<file path="config.mk">
export PLATFORM = sky130hd
export DESIGN_NAME = drv_line_stage
export DESIGN_NICKNAME = d
export VERILOG_FILES = /design/src/rtl/drv_line_pkg.sv /design/src/rtl/drv_fall_det.sv /design/src/rtl/drv_line_reg.sv /design/src/rtl/drv_level_cell.sv /design/src/rtl/drv_line_stage.sv
export SDC_FILE = /design/constraint.sdc
export NUM_CORES = 1
export LEC_CHECK = 0
export BUFFER_PORTS_ARGS = -buffer_cell sky130_fd_sc_hd__buf_2
export CELL_PAD_IN_SITES_DETAIL_PLACEMENT = 1
export CELL_PAD_IN_SITES_GLOBAL_PLACEMENT = 1
export CORE_MARGIN = 1
export CORE_UTILIZATION = 33
export CTS_CLUSTER_DIAMETER = 40
export DETAILED_ROUTE_END_ITERATION = 12
export GPL_ROUTABILITY_DRIVEN = 1
export PLACE_DENSITY_LB_ADDON = 0.08
export RECOVER_POWER = 25
export SYNTH_ARGS = -nofsm -noshare
export SYNTH_HDL_FRONTEND = slang
export SYNTH_SLANG_ARGS = --single-unit
</file>
<file path="constraint.sdc">
create_clock -name clk -period 2.9 [get_ports clk]
set_clock_uncertainty 0.2 [all_clocks]
set_input_delay 0.435 -clock clk [delete_from_list [all_inputs] [get_ports clk]]
set_output_delay 0.435 -clock clk [all_outputs]
set_load 0.02 [all_outputs]
</file>
<file path="src/rtl/drv_line_pkg.sv">
package drv_line_pkg;

   typedef enum logic [1:0] {
      LVL_SEL_HI   = 2'b00,
      LVL_UNSEL_HI = 2'b01,
      LVL_UNSEL_LO = 2'b10,
      LVL_SEL_LO   = 2'b11
   } drv_lvl_e;

   // Rail choice for one segment: phase picks the rail pair, pixel picks within it.
   function automatic drv_lvl_e pick_level(input logic px, input logic phase, input logic on);
      drv_lvl_e r;
      if (!on)
         r = LVL_SEL_HI;
      else if (!phase)
         r = px ? LVL_SEL_HI : LVL_UNSEL_HI;
      else
         r = px ? LVL_SEL_LO : LVL_UNSEL_LO;
      return r;
   endfunction

endpackage

</file>
<file path="src/rtl/drv_fall_det.sv">
module drv_fall_det (
   input  logic clk,
   input  logic rst_n,
   input  logic strobe,
   output logic fall
);
   logic strobe_q;

   always_ff @(posedge clk or negedge rst_n) begin
      if (!rst_n) strobe_q <= 1'b0;
      else        strobe_q <= strobe;
   end

   assign fall = strobe_q & ~strobe;
endmodule

</file>
<file path="src/rtl/drv_line_reg.sv">
module drv_line_reg #(
   parameter int unsigned WIDTH = 80
) (
   input  logic             clk,
   input  logic             rst_n,
   input  logic             take,
   input  logic [WIDTH-1:0] d,
   output logic [WIDTH-1:0] q
);
   always_ff @(posedge clk or negedge rst_n) begin
      if (!rst_n)    q <= '0;
      else if (take) q <= d;
   end
endmodule

</file>
<file path="src/rtl/drv_level_cell.sv">
module drv_level_cell
   import drv_line_pkg::*;
(
   input  logic       px,
   input  logic       phase,
   input  logic       on,
   output logic [1:0] code
);
   drv_lvl_e lvl;
   always_comb lvl = pick_level(px, phase, on);
   assign code = lvl;
endmodule

</file>
<file path="src/rtl/drv_line_stage.sv">
module drv_line_stage #(
   parameter int unsigned NSEG = 80
) (
   input  logic              clk,
   input  logic              rst_n,
   input  logic              load,
   input  logic [NSEG-1:0]   line_in,
   input  logic              alt_m,
   input  logic              disp_on,
   output logic [2*NSEG-1:0] lvl_code
);
   localparam int unsigned CODE_W = 2*NSEG;

   if (NSEG < 1) begin : g_bad_nseg
      $error("drv_line_stage: NSEG must be at least 1");
   end

   logic            cap_fall;
   logic [NSEG-1:0] line_q;

   drv_fall_det u_fall (
      .clk    (clk),
      .rst_n  (rst_n),
      .strobe (load),
      .fall   (cap_fall)
   );

   drv_line_reg #(.WIDTH(NSEG)) u_hold (
      .clk   (clk),
      .rst_n (rst_n),
      .take  (cap_fall),
      .d     (line_in),
      .q     (line_q)
   );

   for (genvar i = 0; i < NSEG; i++) begin : g_seg
      drv_level_cell u_cell (
         .px    (line_q[i]),
         .phase (alt_m),
         .on    (disp_on),
         .code  (lvl_code[2*i +: 2])
      );
   end

   if (CODE_W != $bits(lvl_code)) begin : g_bad_width
      $error("drv_line_stage: code bus width mismatch");
   end
endmodule

</file>
==> flow_metrics.env <==
export IMPL_yosys_top_cells_area="dfrtp_1 (38%), mux2_4 (22%), xnor2_1 (13%)"
export IMPL_syn_to_final_growth_pct=20.0
export IMPL_wl_mm=12.5
export IMPL_power_leakage_nw=3.25
export IMPL_min_period_over_period_pct=77.3
export IMPL_ys_seq_elements=81
export IMPL_cap_viol_max_count=0
export IMPL_fmax_mhz=446
export IMPL_finish_instance_area_um2=6420
export IMPL_cts_htree_levels=3
export IMPL_syn_nets=514
export IMPL_crit_fanout=10
export IMPL_worstSkewPairLatency_ns=0.33
export IMPL_synth_flop_cell="dfrtp_1"
export IMPL_placed_cell_area_um2=6140
export IMPL_wl_per_cell_um=15.4
export IMPL_postCtsSetupBuffers=0
export IMPL_tns_ns=0
export IMPL_relSlewSlack_pct=22.0
export IMPL_p_total_mw=3.80
export IMPL_tightest_slew_ns=1.17
export IMPL_start_kind="flop"
export IMPL_fp_dieW_um=129
export IMPL_cts_buffer_depth=2
export IMPL_async_flop_share_pct=100
export IMPL_reg2reg_depth=3
export IMPL_io_pins=245
export IMPL_grt_max_degree=81
export IMPL_postRouteAntennaNets=0
export IMPL_cts_made_buffers=9
export IMPL_drc=0
export IMPL_cts_repair_resized=0
export IMPL_placedCellCount=795
export IMPL_slew_violations=0
export IMPL_path_clk_slew_ns=0.06
export IMPL_end_kind="flop"
export IMPL_synthDominantCellAreaShare_pct=37.9
export IMPL_fin_ws_ns=0.657
export IMPL_synth_edff_count=0
export IMPL_drt_iter0_drc=76
export IMPL_synth_largest_area_cell="dfrtp_1"
export IMPL_hold_class="in -> reg"
export IMPL_grt_antenna_before_repair=2
export IMPL_hold_viol=0
export IMPL_whs_path_depth=1
export IMPL_peakVddDrop_mv=0.231
export IMPL_grt_use_total_pct=15.3
export IMPL_finalSetupViolations=0
export IMPL_dpl_hpwl_mm=8.78
export IMPL_start_util_pct=33.7
export IMPL_dieArea_um2=16700
export IMPL_ys_seq_area_share_pct=37.9
export IMPL_vias_per_cell=4.11
export IMPL_synth_cell_types=10
export IMPL_cts_sinks=81
export IMPL_pre_cts_slack_ns=0.728
export IMPL_synthTopCellsByCount="and2_1 (81), dfrtp_1 (81), buf_4 (80), mux2_4 (80), xnor2_1 (80)"
export IMPL_grt_pass1_wl_mm=19.4
export IMPL_gr_total_overflow=0
export IMPL_ctsRootBufferMaster="clkbuf_16"
export IMPL_num_rows=46
export IMPL_drive_gt1_share_pct=58.9
export IMPL_place_congestion=0.716
export IMPL_port_buffers=244
export IMPL_grt_pass1_vias=3431
export IMPL_yosys_warnings=0
export IMPL_nets=676
export IMPL_fp_dieH_um=129
export IMPL_netlist_area_um2=5360
export IMPL_status="finished clean"
export IMPL_fill_cells=1805
export IMPL_synth_cells=429
export IMPL_finalNonFillerCells=813
export IMPL_first_pass_iters=4
export IMPL_worstSetupPathType="reg -> reg"
export IMPL_critPathRequiredTime_ns=2.92
export IMPL_fin_crit_ns=2.24
export IMPL_cp_arrival_ns=2.26
export IMPL_coreArea_um2=15900
export IMPL_synth_area_per_cell_um2=12.5
export IMPL_p_per_area_nw_per_um2=591
export IMPL_cts_tree="yes"
export IMPL_vias=3339
export IMPL_rsz0062_at_grt="no"
-- power breakdown --
group	switching (mW)	leakage (nW)	internal, mW
registers	0.125	0.950	1.30
clock network	0.494	0.143	0.675
logic	0.579	2.16	0.626
total	1.20	3.25	2.60
-- worst max-delay path: stages, from the launching register on --
cell,delay [ns]
dfrtp_1,0.32
nor2b_1,0.91
buf_4,0.38
mux2_4,0.32
-- metal layers --
metal	part of all wire, %	up-vias	wire, um	global-route usage, %
li1	-	1596	-	-
met1	44	1600	5460	19.3
met2	47	134	5860	24.8
met3	8.8	7	1100	5.45
met4	0.76	2	95	3.94
met5	0.10	-	13	0
-- final cells by class --
class / count / area, um2 / share of cell area, %
clock inverters: 7 / 76.3 / 1.19
well taps: 216 / 270 / 4.21
repair buffers: 257 / 1420 / 22.1
flip-flops and latches: 81 / 2030 / 31.5
diodes: 1 / 2.50 / 0.0389
multi-input cells: 242 / 2400 / 37.4
clock buffers: 9 / 225 / 3.51
-- cell families (layout without fill, tap and decap cells) --
family        Yosys count  count (layout)  synth area share (%)
other cells             0               1                     0
mux                    80              80                  22.4
flops                  81              81                  37.9
buf+inv               106             273                  16.9
xor+xnor               80              80                  13.1
simple gates           82              82                  9.72
-- final timing paths --
kind / from / endpoint / slack (ns)
max: u_fall.strobe_q / u_hold.q[28] / 0.66
min: load / u_fall.strobe_q / 0.04
max reg2reg: u_fall.strobe_q / u_hold.q[28] / 0.66
min reg2reg: u_hold.q[39] / u_hold.q[39] / 0.32
max in group asynchronous: rst_n / u_hold.q[20] / 1.09
min in group asynchronous: rst_n / u_hold.q[25] / 0.58
-- state kept, by name, indices dropped and copies added, names as in the netlist --
| signal | count |
|---|---|
| u_hold.q | 80 |
| u_fall.strobe_q | 1 |
-- timing repair --
action                                  CTS  global route
hold endpoints to repair                 34             0
hold buffers                              1             0
endpoints found under the setup margin    0             0
-- stage by stage --
step	hold slack (ns)	util, %
2_1_floorplan	-0.0606	-
3_5_place_dp	0.237	38.6
6_report	0.0417	40.4
5_1_grt	0.0220	40.4
4_1_cts	0.0374	40.6
3_3_place_gp	0.232	38.6
-- layout by cell type (no fill, tap or decap) --
cell type      count
mux2_2             3
buf_2            241
clkinv_2           1
mux2_4            76
clkbuf_16          9
mux2_1             1
buf_12             8
inv_6              3
and2_2             1
and2_1            80
diode_2            1
bufinv_16          1
clkbuf_2           1
buf_4              5
nor2b_1            1
clkbuf_1           1
xnor2_1           80
dlygate4sd3_1      1
clkinvlp_4         2
dfrtp_1           81
No activity file was read; power rests on OpenSTA's default activity.
